<file path="config.mk">
export PLATFORM = sky130hd
export DESIGN_NAME = npc_unit
export DESIGN_NICKNAME = d
export VERILOG_FILES = /design/src/rtl/npc_pkg.sv /design/src/rtl/npc_decode.sv /design/src/rtl/npc_cond.sv /design/src/rtl/npc_target.sv /design/src/rtl/npc_unit.sv
export SDC_FILE = /design/constraint.sdc
export NUM_CORES = 1
export LEC_CHECK = 0
export ABC_AREA = 1
export BUFFER_PORTS_ARGS = -buffer_cell sky130_fd_sc_hd__buf_4
export CAP_MARGIN = 25
export CORE_MARGIN = 2
export CORE_UTILIZATION = 47
export CTS_CLUSTER_DIAMETER = 30
export DETAILED_ROUTE_END_ITERATION = 10
export GPL_ROUTABILITY_DRIVEN = 1
export PLACE_DENSITY = 0.79
export SLEW_MARGIN = 20
export SYNTH_ARGS = -nofsm -noshare
export SYNTH_HDL_FRONTEND = slang
export SYNTH_SLANG_ARGS = --single-unit
</file>
<file path="constraint.sdc">
create_clock -name clk -period 2.97 [get_ports clk]
set_clock_uncertainty 0.1 [all_clocks]
set_input_delay 0.297 -clock clk [delete_from_list [all_inputs] [get_ports clk]]
set_output_delay 0.297 -clock clk [all_outputs]
set_load 0.05 [all_outputs]
</file>
<file path="src/rtl/npc_pkg.sv">
package npc_pkg;

   // Kinds of control flow the unit distinguishes
   typedef enum logic [1:0] {
      FLOW_SEQ  = 2'd0,
      FLOW_BR   = 2'd1,
      FLOW_JUMP = 2'd2
   } flow_e;

   // Decoded view of one instruction word
   typedef struct packed {
      flow_e flow;
      logic  br_on_ne;   // branch taken on inequality instead of equality
      logic  link;       // jump also produces a return address
   } npc_dec_t;

   // Default opcode values
   localparam logic [5:0] OPC_JUMP_DEF  = 6'h02;
   localparam logic [5:0] OPC_JLINK_DEF = 6'h03;
   localparam logic [5:0] OPC_BREQ_DEF  = 6'h04;
   localparam logic [5:0] OPC_BRNE_DEF  = 6'h05;

endpackage

</file>
<file path="src/rtl/npc_decode.sv">
module npc_decode
   import npc_pkg::*;
#(
   parameter int unsigned OPC_W     = 6,
   parameter logic [OPC_W-1:0] OP_BREQ  = OPC_BREQ_DEF,
   parameter logic [OPC_W-1:0] OP_BRNE  = OPC_BRNE_DEF,
   parameter logic [OPC_W-1:0] OP_JUMP  = OPC_JUMP_DEF,
   parameter logic [OPC_W-1:0] OP_JLINK = OPC_JLINK_DEF
) (
   input  logic [OPC_W-1:0] opcode,
   output npc_dec_t         dec
);

   always_comb begin
      dec.flow     = FLOW_SEQ;
      dec.br_on_ne = 1'b0;
      dec.link     = 1'b0;
      if (opcode == OP_BREQ) begin
         dec.flow = FLOW_BR;
      end else if (opcode == OP_BRNE) begin
         dec.flow     = FLOW_BR;
         dec.br_on_ne = 1'b1;
      end else if (opcode == OP_JUMP) begin
         dec.flow = FLOW_JUMP;
      end else if (opcode == OP_JLINK) begin
         dec.flow = FLOW_JUMP;
         dec.link = 1'b1;
      end
   end

endmodule

</file>
<file path="src/rtl/npc_cond.sv">
module npc_cond #(
   parameter int unsigned DATA_W     = 32,
   parameter bit          XOR_REDUCE = 1'b1
) (
   input  logic [DATA_W-1:0] op_a,
   input  logic [DATA_W-1:0] op_b,
   input  logic              is_branch,
   input  logic              on_ne,
   output logic              taken
);

   logic same;

   generate
      if (XOR_REDUCE) begin : g_xor
         logic [DATA_W-1:0] diff;
         assign diff = op_a ^ op_b;
         assign same = ~|diff;
      end else begin : g_eq
         assign same = (op_a == op_b);
      end
   endgenerate

   assign taken = is_branch & (same ^ on_ne);

endmodule

</file>
<file path="src/rtl/npc_target.sv">
module npc_target #(
   parameter int unsigned ADDR_W  = 32,
   parameter int unsigned INSTR_W = 32,
   parameter int unsigned OFF_W   = 16,
   parameter int unsigned JF_W    = 26,
   parameter int unsigned STEP    = 4
) (
   input  logic [ADDR_W-1:0]  pc,
   input  logic [INSTR_W-1:0] instr,
   output logic [ADDR_W-1:0]  pc_inc,
   output logic [ADDR_W-1:0]  br_tgt,
   output logic [ADDR_W-1:0]  jmp_tgt
);

   localparam int unsigned SHIFT  = $clog2(STEP);
   localparam int unsigned EXT_W  = ADDR_W - OFF_W - SHIFT;
   localparam int unsigned KEEP_W = ADDR_W - JF_W - SHIFT;

   logic [OFF_W-1:0]  off_f;
   logic [JF_W-1:0]   jmp_f;
   logic [ADDR_W-1:0] off_bytes;

   assign off_f = instr[OFF_W-1:0];
   assign jmp_f = instr[JF_W-1:0];

   assign pc_inc    = pc + ADDR_W'(STEP);
   assign off_bytes = {{EXT_W{off_f[OFF_W-1]}}, off_f, {SHIFT{1'b0}}};
   assign br_tgt    = pc_inc + off_bytes;
   assign jmp_tgt   = {pc_inc[ADDR_W-1 -: KEEP_W], jmp_f, {SHIFT{1'b0}}};

endmodule

</file>
<file path="src/rtl/npc_unit.sv">
module npc_unit
   import npc_pkg::*;
#(
   parameter int unsigned ADDR_W     = 32,
   parameter int unsigned INSTR_W    = 32,
   parameter int unsigned OPC_W      = 6,
   parameter int unsigned OFF_W      = 16,
   parameter int unsigned JF_W       = 26,
   parameter int unsigned STEP       = 4,
   parameter logic [ADDR_W-1:0] RESET_PC = '0,
   parameter bit          XOR_REDUCE = 1'b1,
   parameter bit          LINK_EN    = 1'b1,
   parameter logic [OPC_W-1:0] OP_BREQ  = OPC_BREQ_DEF,
   parameter logic [OPC_W-1:0] OP_BRNE  = OPC_BRNE_DEF,
   parameter logic [OPC_W-1:0] OP_JUMP  = OPC_JUMP_DEF,
   parameter logic [OPC_W-1:0] OP_JLINK = OPC_JLINK_DEF
) (
   input  logic               clk,
   input  logic               rst_n,
   input  logic               stall,
   input  logic [INSTR_W-1:0] instr,
   input  logic [ADDR_W-1:0]  rs_val,
   input  logic [ADDR_W-1:0]  rt_val,
   output logic [ADDR_W-1:0]  pc,
   output logic [ADDR_W-1:0]  next_pc,
   output logic [ADDR_W-1:0]  link_addr,
   output logic               link_valid
);

   localparam int unsigned SHIFT = $clog2(STEP);

   // Elaboration-time parameter checks
   generate
      if ((1 << SHIFT) != STEP) begin : g_bad_step
         $error("npc_unit: STEP must be a power of two");
      end
      if (OPC_W + JF_W != INSTR_W) begin : g_bad_jfield
         $error("npc_unit: opcode and jump field must fill the instruction");
      end
      if (OFF_W + SHIFT >= ADDR_W) begin : g_bad_off
         $error("npc_unit: branch offset too wide for address");
      end
      if (JF_W + SHIFT >= ADDR_W) begin : g_bad_jw
         $error("npc_unit: jump field leaves no region bits");
      end
   endgenerate

   npc_dec_t          dec;
   logic              br_taken;
   logic [ADDR_W-1:0] pc_inc;
   logic [ADDR_W-1:0] br_tgt;
   logic [ADDR_W-1:0] jmp_tgt;
   logic [ADDR_W-1:0] pc_q;

   npc_decode #(
      .OPC_W   (OPC_W),
      .OP_BREQ (OP_BREQ),
      .OP_BRNE (OP_BRNE),
      .OP_JUMP (OP_JUMP),
      .OP_JLINK(OP_JLINK)
   ) u_dec (
      .opcode(instr[INSTR_W-1 -: OPC_W]),
      .dec   (dec)
   );

   npc_cond #(
      .DATA_W    (ADDR_W),
      .XOR_REDUCE(XOR_REDUCE)
   ) u_cond (
      .op_a     (rs_val),
      .op_b     (rt_val),
      .is_branch(dec.flow == FLOW_BR),
      .on_ne    (dec.br_on_ne),
      .taken    (br_taken)
   );

   npc_target #(
      .ADDR_W (ADDR_W),
      .INSTR_W(INSTR_W),
      .OFF_W  (OFF_W),
      .JF_W   (JF_W),
      .STEP   (STEP)
   ) u_tgt (
      .pc     (pc_q),
      .instr  (instr),
      .pc_inc (pc_inc),
      .br_tgt (br_tgt),
      .jmp_tgt(jmp_tgt)
   );

   always_comb begin
      if (dec.flow == FLOW_JUMP) begin
         next_pc = jmp_tgt;
      end else if (br_taken) begin
         next_pc = br_tgt;
      end else begin
         next_pc = pc_inc;
      end
   end

   generate
      if (LINK_EN) begin : g_link
         assign link_valid = dec.link;
         assign link_addr  = pc_inc;
      end else begin : g_nolink
         assign link_valid = 1'b0;
         assign link_addr  = '0;
      end
   endgenerate

   always_ff @(posedge clk) begin
      if (!rst_n) begin
         pc_q <= RESET_PC;
      end else if (!stall) begin
         pc_q <= next_pc;
      end
   end

   assign pc = pc_q;

endmodule

</file>
==> flow_summary.json, run 1 <==
{
  "status": "stopped before the end",
  "flow.stopped_at": "5_1_grt",
  "error": "[ERROR DPL-0038] Utilization greater than 100%, impossible to legalize",
  "yosys_warnings": 0,
  "fraction_of_synthesized_area_in_multiplexers": 0,
  "die_width_um": 114,
  "post_synth_main_area_contributors": "sky130_fd_sc_hd__nand2_1, sky130_fd_sc_hd__inv_1, sky130_fd_sc_hd__dfxtp_1",
  "grt_max_degree": 36,
  "fp.dieH_um": 114,
  "sequential_share_of_the_synthesized_area": 0.113,
  "dp_hpwl_um": 20600,
  "cts.sinks": 32,
  "netlist_instances": 1076,
  "synth_enable_flop_cells": 0,
  "timing.worst_endpoint.kind": "output port",
  "ports_placed_on_the_boundary": 196,
  "cell_area_after_technology_mapping_um2": 5680,
  "post-synth-top-area-fraction": 0.245,
  "portBuffers": 195,
  "synth_ff_type": "sky130_fd_sc_hd__dfxtp_1",
  "place_congestion": 1.01,
  "synth_compound_gate_area_share": 0.0590,
  "synthAdderAreaFrac": 0.0828,
  "post-synth-top-area-cell": "sky130_fd_sc_hd__nand2_1",
  "clock-root-buffer": "sky130_fd_sc_hd__clkbuf_16",
  "cts.htree.levels": 2,
  "placement_rows": 40,
  "dominant_combinational_cell_family_by_area_after_synthesis": "simple AND/OR/NAND/NOR gates",
  "initial_utilization": 0.477,
  "ys_ff_latch": 32,
  "placement.setup.worst_slack_ns": -0.674,
  "synth-async-reset-ratio": 0,
  "postSynthNetCount": 1212,
  "cts_made_buffers": 5,
  "synth_xor_xnor_area_share": 0.0922,
  "syn_avg_cell_area_um2": 5.28,
  "grt_worst_endpoint": "next_pc[22]",
  "cts.path.max_buffers": 2,
  "synthSimpleGateAreaFrac": 0.493,
  "number_of_library_cell_types_mapped_by_synthesis": 40
}
[synth_stat cells (2+ instances only)]
library cell,n
sky130_fd_sc_hd__nor2_1,84
sky130_fd_sc_hd__xor2_1,31
sky130_fd_sc_hd__clkbuf_1,13
sky130_fd_sc_hd__a21oi_1,44
sky130_fd_sc_hd__buf_2,5
sky130_fd_sc_hd__inv_1,211
sky130_fd_sc_hd__nand2_2,2
sky130_fd_sc_hd__nand3_2,2
sky130_fd_sc_hd__buf_4,2
sky130_fd_sc_hd__buf_1,2
sky130_fd_sc_hd__or2_2,7
sky130_fd_sc_hd__nand3b_1,5
sky130_fd_sc_hd__nand4_1,17
sky130_fd_sc_hd__nand2_1,371
sky130_fd_sc_hd__nand3_1,123
sky130_fd_sc_hd__nand2b_1,2
sky130_fd_sc_hd__nor2_4,4
sky130_fd_sc_hd__dfxtp_1,32
sky130_fd_sc_hd__ha_1,36
sky130_fd_sc_hd__and2_1,4
sky130_fd_sc_hd__nor4_1,4
sky130_fd_sc_hd__inv_2,2
sky130_fd_sc_hd__o21ai_0,16
sky130_fd_sc_hd__o21bai_1,2
sky130_fd_sc_hd__xnor2_1,27
sky130_fd_sc_hd__nor3_1,14
[logic make-up after synthesis]
logic type / Yosys count
buf+inv: 237
fa+ha+maj: 37
simple gates: 646
compound gates: 65
flops: 32
xor+xnor: 59
[per-stage QoR]
step,instance area (um^2),cells
after floorplan,6200,1076
after global placement,9310,1601
after detailed placement,9310,1601
after CTS,11100,1650
[what timing repair did]
| action | CTS |
|---|---|
| endpoints found under the setup margin | 50 |
| resized for setup | 296 |
| hold buffers | 0 |
| pin swaps | 105 |
| setup buffers | 44 |
==> run 2, diff against run 1 <==
CORE_UTILIZATION = 35   (was 47)
CTS_CLUSTER_DIAMETER = default   (was 30)
PLACE_DENSITY = default   (was 0.79)
PLACE_DENSITY_LB_ADDON = 0.15   (was default)
clock period = 3.85 ns   (was 2.97 ns; I/O delays follow)
==> run 2 against run 1 <==
Synthesized cell count unchanged; area after synthesis did not move; the flow now finishes, with violations (setup timing).
==> flow_summary.json, run 2 <==
{
  "storage_cell_area_um2": 677,
  "synthSimpleGateAreaFrac": 0.493,
  "synth_compound_gate_area_share": 0.0590,
  "area.growth.synth_to_final_pct": 64.6,
  "grt_max_degree": 34,
  "cts.sinks": 32,
  "slew_at_the_pin_closest_to_its_max_slew_limit_ns": 0.770,
  "area_taken_by_multi_input_logic_gates_um2": 5160,
  "top_layer": "met4",
  "place_congestion": 0.975,
  "setup_crit_start_kind": "flip-flop",
  "arrival_ns": 3.37,
  "power_density_over_cell_area_nw_per_um2": 229,
  "core-area_um2": 15900,
  "yosys_warnings": 0,
  "max_stage_delay_on_crit_path_ns": 0.38,
  "crit_path_end_kind": "output pin",
  "initial_antenna_violation_count": 0,
  "number_of_library_cell_types_mapped_by_synthesis": 40,
  "antenna_diodes": 0,
  "worst_skew_pair.late_latency_ns": 0.29,
  "largest_register_ff_count": 32,
  "finish.utilization": 0.589,
  "postSynthNetCount": 1212,
  "grt_usage": 0.260,
  "vias_per_cell": 4.99,
  "sequential_share_of_the_synthesized_area": 0.113,
  "start_to_end_type_of_the_worst_setup_path": "reg2out",
  "report.final.setup_viol": 4,
  "n_fill_cell": 1611,
  "layout_cells_sized_above_1": 0.383,
  "num-nets-final": 1486,
  "fin_ws_ns": -0.00422,
  "fraction_of_synthesized_area_in_multiplexers": 0,
  "critPathMostFrequentCell": "sky130_fd_sc_hd__nand2_1",
  "route.vias.total": 7809,
  "worst-endpoint-required_ns": 3.37,
  "synth_xor_xnor_area_share": 0.0922,
  "violations": "setup timing",
  "synth_top_cells_by_count": "sky130_fd_sc_hd__nand2_1, sky130_fd_sc_hd__inv_1, sky130_fd_sc_hd__nand3_1",
  "finalCritPeriodShare": 1.00,
  "ports_placed_on_the_boundary": 196,
  "total_routed_wirelength_um": 24500,
  "ys_ff_latch": 32,
  "placement_rows": 46,
  "fp.dieH_um": 131,
  "post_synth_main_area_contributors": "sky130_fd_sc_hd__nand2_1, sky130_fd_sc_hd__inv_1, sky130_fd_sc_hd__dfxtp_1",
  "most_frequent_standard_cell_in_the_layout_excluding_fill_and_tap_cells": "sky130_fd_sc_hd__nand2_1",
  "dr.first_iter.drc_count": 568,
  "cts_tree": "yes",
  "crit_buf_inv": 5,
  "final-hold-violation-count": 0,
  "status": "finished with violations",
  "path_category_of_the_worst_min_delay_check": "in2reg",
  "cell_area_after_technology_mapping_um2": 5680,
  "crit_fanout": 5,
  "relSlewSlack": 0.485,
  "timing.critical_path.max_delay_family": "simple AND/OR/NAND/NOR gates",
  "post-route-drc-count": 0,
  "synth_ff_type": "sky130_fd_sc_hd__dfxtp_1",
  "clock-root-buffer": "sky130_fd_sc_hd__clkbuf_16",
  "overflow": 0,
  "grt_setup_unrepaired": "true",
  "fp.dieArea_um2": 17300,
  "first_global_vias": 7060,
  "dp_hpwl_um": 19300,
  "number_of_search_and_repair_iterations_in_the_first_detailed_routing_pass": 5,
  "clk_transition_reported_paths_ns": 0.06,
  "post-synth-top-area-fraction": 0.245,
  "crit_path_top_delay_cell": "sky130_fd_sc_hd__dfxtp_4",
  "netlist_instances": 1076,
  "postRouteAntennaNets": 0,
  "cts.path.max_buffers": 2,
  "post-synth-top-count-cell": "sky130_fd_sc_hd__nand2_1",
  "synth_enable_flop_cells": 0,
  "portBuffers": 195,
  "final_cell_mix": "sky130_fd_sc_hd__nand2_1, sky130_fd_sc_hd__buf_4, sky130_fd_sc_hd__inv_1",
  "post-synth-top-area-cell": "sky130_fd_sc_hd__nand2_1",
  "cts.htree.levels": 2,
  "finalCriticalPeriod_ns": 3.85,
  "drv_slew": 0,
  "post_drt_wl_per_cell_um": 15.6,
  "peakVddDrop_mv": 0.158,
  "timing.fmax_ghz": 0.259,
  "cts_made_buffers": 5,
  "total_of_max_cap_violations": 0,
  "grt_first_pass_wirelength_um": 36300,
  "initial_utilization": 0.358,
  "met1_length_um": 10000,
  "placement.setup.worst_slack_ns": -0.0211,
  "dr_wl_met2_um": 11900,
  "synthAdderAreaFrac": 0.0828,
  "die_width_um": 131,
  "total_leakage_power_uw": 0.00520,
  "syn_avg_cell_area_um2": 5.28,
  "synth-async-reset-ratio": 0,
  "dominant_combinational_cell_family_by_area_after_synthesis": "simple AND/OR/NAND/NOR gates",
  "dr_wl_met3_um": 1870
}
[run 2: worst min-delay path, delay by kind of cell]
family                 cells  cell delay (ns)
buffers and inverters      1             0.17
AOI/OAI and AO/OA          2             0.12
[run 2: cells by family after synthesis]
logic type               after synthesis
AO/OA/AOI/OAI                         65
XOR/XNOR                              59
adder cells (fa/ha/maj)               37
buffers and inverters                237
flip-flops                            32
AND/OR/NAND/NOR                      646
[run 2: path summary, 6_finish.rpt]
kind | start | cells past startpoint | slack [ns] | to
hold / removal | rst_n | 3 | 0.34 | pc[27]
hold reg to reg | pc[0] | 2 | 0.41 | pc[0]
setup / recovery | pc[3] | 25 | -0.004 | next_pc[21]
setup reg to reg | pc[8] | 24 | 0.28 | pc[20]
[run 2: report_power, final]
group / internal (uW) / total (uW) / switching, uW
registers: 355 / 386 / 30.8
logic: 503 / 1340 / 837
clock network: 271 / 422 / 151
[run 2: final cells by class]
| type | count | area share |
|---|---|---|
| flip-flops and latches | 32 | 0.0724 |
| clock buffers | 7 | 0.0163 |
| repair buffers | 290 | 0.244 |
| well taps | 216 | 0.0289 |
| multi-input cells | 807 | 0.552 |
| inverters | 214 | 0.0863 |
[run 2: repair_timing]
item / CTS / global route
hold buffers: 0 / 0
endpoints found under the setup margin: 23 / 23
pin swaps: 34 / 64
gates resized for setup: 88 / 154
buffers inserted: 25 / 13
[run 2: stage by stage]
step | setup TNS [ns] | instance area [um^2] | total power (uW) | cells | hold WS (ns)
final | -0.0116 | 9360 | 2150 | 1566 | 0.336
after global routing | -2.25 | 9360 | 2250 | 1566 | 0.342
after CTS | -0.0918 | 8600 | 2010 | 1553 | 0.338
after detailed placement | -0.0211 | 7840 | 1510 | 1521 | 0.397
after global placement | 0 | 7840 | 1510 | 1521 | 0.390
after floorplan | 0 | 5780 | 1100 | 1076 | 0.423
[run 2: per-layer routing]
metal / up-vias / global-route usage
met1: 3520 / 0.333
met4: 0 / 0.0616
met5: - / 0
li1: 3853 / -
met2: 386 / 0.458
met3: 50 / 0.0397
No activity file was read; power rests on OpenSTA's default activity.
==> run 3, diff against run 2 <==
CORE_UTILIZATION = 30   (was 35)
SETUP_SLACK_MARGIN = 0.2   (was default)
==> run 3 against run 2 <==
The run still ends with setup timing left; via count decreased by 2.0%; hold slack got worse by 0.0089 ns; sequential share of layout area decreased by 0.40 points; global-route usage decreased by 2.0 points; register-to-register slack improved by 0.11 ns; count of clock-buffer cells in the layout unchanged; fmax decreased by 1.6%; critical path depth decreased by 4; critical path type unchanged; largest cell class unchanged.
==> flow_summary.json, run 3 (same netlist as run 2, synthesis figures left out) <==
{
  "top_layer": "met4",
  "r2r_slack_ns": 0.39,
  "layout_cells_sized_above_1": 0.448,
  "relSlewSlack": 0.393,
  "setup.worst_path.start": "pc[5]",
  "start_to_end_type_of_the_worst_setup_path": "reg2out",
  "timing.reg2reg.worst_path_depth": 24,
  "drv_slew": 0,
  "placement_rows": 50,
  "most_frequent_standard_cell_in_the_layout_excluding_fill_and_tap_cells": "sky130_fd_sc_hd__nand2_1",
  "antenna_diodes": 0,
  "grt_first_pass_wirelength_um": 37900,
  "max_stage_delay_on_crit_path_ns": 0.38,
  "n_fill_cell": 1916,
  "final-hold-violation-count": 0,
  "cts_tree": "yes",
  "critical_path.reg2reg.startpoint": "pc[3]",
  "crit_fanout": 5,
  "power_density_over_cell_area_nw_per_um2": 225,
  "crit_path_top_delay_cell": "sky130_fd_sc_hd__dfxtp_4",
  "finalCriticalPeriod_ns": 3.92,
  "ports_placed_on_the_boundary": 196,
  "die_width_um": 142,
  "fin_ws_ns": -0.0669,
  "total_routed_wirelength_um": 25200,
  "worst_setup_path_endpoint": "next_pc[22]",
  "crit_path_end_kind": "output pin",
  "postRouteAntennaNets": 0,
  "cts.htree.levels": 2,
  "grt_setup_unrepaired": "true",
  "post-route-drc-count": 0,
  "portBuffers": 195,
  "violations": "setup timing",
  "cts.path.max_buffers": 2,
  "clk_transition_reported_paths_ns": 0.06,
  "timing.fmax_ghz": 0.255,
  "peakVddDrop_mv": 0.209,
  "grt_max_degree": 44,
  "number_of_search_and_repair_iterations_in_the_first_detailed_routing_pass": 5,
  "fp.dieArea_um2": 20100,
  "dr_wl_met3_um": 1350,
  "numPlacedInstances": 1536,
  "fp.dieH_um": 142,
  "holdBufCountCts": 0,
  "path_category_of_the_worst_min_delay_check": "in2reg",
  "total_leakage_power_uw": 0.00540,
  "area.growth.synth_to_final_pct": 78.2,
  "initial_utilization": 0.305,
  "fin_setup_tns_ns": -0.314,
  "slew_at_the_pin_closest_to_its_max_slew_limit_ns": 0.908,
  "status": "finished with violations",
  "initial_antenna_violation_count": 0,
  "vias_per_cell": 4.74,
  "report.final.setup_viol": 9,
  "core-area_um2": 18600,
  "cts.sinks": 32,
  "cts_made_buffers": 5,
  "dr.first_iter.drc_count": 421,
  "grt_usage": 0.240,
  "worstPathCellList": "nand2_2 > nor2_4 > nand2_4 > nor3_4 > buf_6 > nand2_4 > nor2_4 > xor2_4 > ha_4 > nand2_1 > nor2_4 > buf_4 > a21oi_4 > nand3_1 > nand2_1 > nand2_2 > nand3_2 > nand3_2 > nand2_2 > clkinvlp_4 > buf_8",
  "stdcell_count": 1615,
  "first_global_vias": 7294,
  "overflow": 0,
  "final_cell_mix": "sky130_fd_sc_hd__nand2_1, sky130_fd_sc_hd__buf_4, sky130_fd_sc_hd__inv_1",
  "total_of_max_cap_violations": 0,
  "r2r-end": "pc[22]",
  "arrival_ns": 3.43,
  "post_drt_wl_per_cell_um": 15.6,
  "largest_register_ff_count": 32,
  "dr_wl_met2_um": 12400,
  "setup_crit_start_kind": "flip-flop",
  "met1_length_um": 11100,
  "clock-root-buffer": "sky130_fd_sc_hd__clkbuf_16",
  "worst_skew_pair.late_latency_ns": 0.29,
  "dp_hpwl_um": 19700,
  "worst-endpoint-required_ns": 3.37,
  "num-nets-final": 1516,
  "route.vias.total": 7649,
  "place_congestion": 0.950,
  "finalCritPeriodShare": 1.02
}
[run 3: cell count changes in the layout (fill, tap and decap cells not counted), sizes merged]
cell      previous run  this run
clkinvlp             1        10
inv                212       203
buf                290       320
clkinv               1         2
[run 3: power by group]
part,leakage [uW],switching (uW),internal [uW]
combinational,0.00505,883,572
sequential,0.000274,28.5,354
clock,0.0000790,166,278
[run 3: area by class of cell]
type | count | area, um^2 | area share
Multi-Input combinational cell | 807 | 5550 | 0.548
Clock inverter | 1 | 5.00 | 0.000494
Inverter | 214 | 848 | 0.0838
Sequential cell | 32 | 692 | 0.0683
Timing Repair Buffer | 320 | 2580 | 0.255
Tap cell | 234 | 293 | 0.0289
Clock buffer | 7 | 154 | 0.0152
[run 3: worst min-delay path by stage]
stage	from	cells past startpoint	endpoint	slack, ns
detailed placement	pc[0]	2	pc[0]	0.38
global placement	pc[0]	2	pc[0]	0.38
global route	rst_n	3	pc[24]	0.33
finish	instr[0]	5	pc[2]	0.33
floorplan	rst_n	2	pc[31]	0.42
CTS	instr[16]	5	pc[18]	0.32
[run 3: routing by layer]
layer  vias up  track usage
li1       3912            -
met1      3496        0.315
met2       218        0.419
met3        23       0.0395
met4         0       0.0447
met5         -            0
[run 3: metrics by stage]
step | utilization | setup slack, ns | cell area (um^2) | total power, uW | hold slack, ns
3_5_place_dp | 0.433 | 0.00479 | 8060 | 1530 | 0.382
6_report | 0.543 | -0.0669 | 10100 | 2280 | 0.327
3_3_place_gp | 0.433 | -0.0210 | 8060 | 1530 | 0.382
2_1_floorplan | - | 0.172 | 6000 | 1120 | 0.423
4_1_cts | 0.499 | -0.00777 | 9300 | 2130 | 0.320
5_1_grt | 0.543 | -0.279 | 10100 | 2410 | 0.330
[run 3: repair_timing]
item,4_1_cts,5_1_grt
hold endpoints to repair,0,0
buffers inserted,43,28
pin swaps,71,74
resized for setup,164,148
setup endpoints to repair,23,26
[run 3: worst max-delay path, delay by kind of cell, from the launching register on]
kind	cells	cell delay, ns
buffers and inverters	4	0.50
and+or+nand+nor	14	1.48
adders and majority gates	1	0.27
DFF	1	0.38
xor gates and xnor gates	1	0.28
AOI/OAI and AO/OA	1	0.19
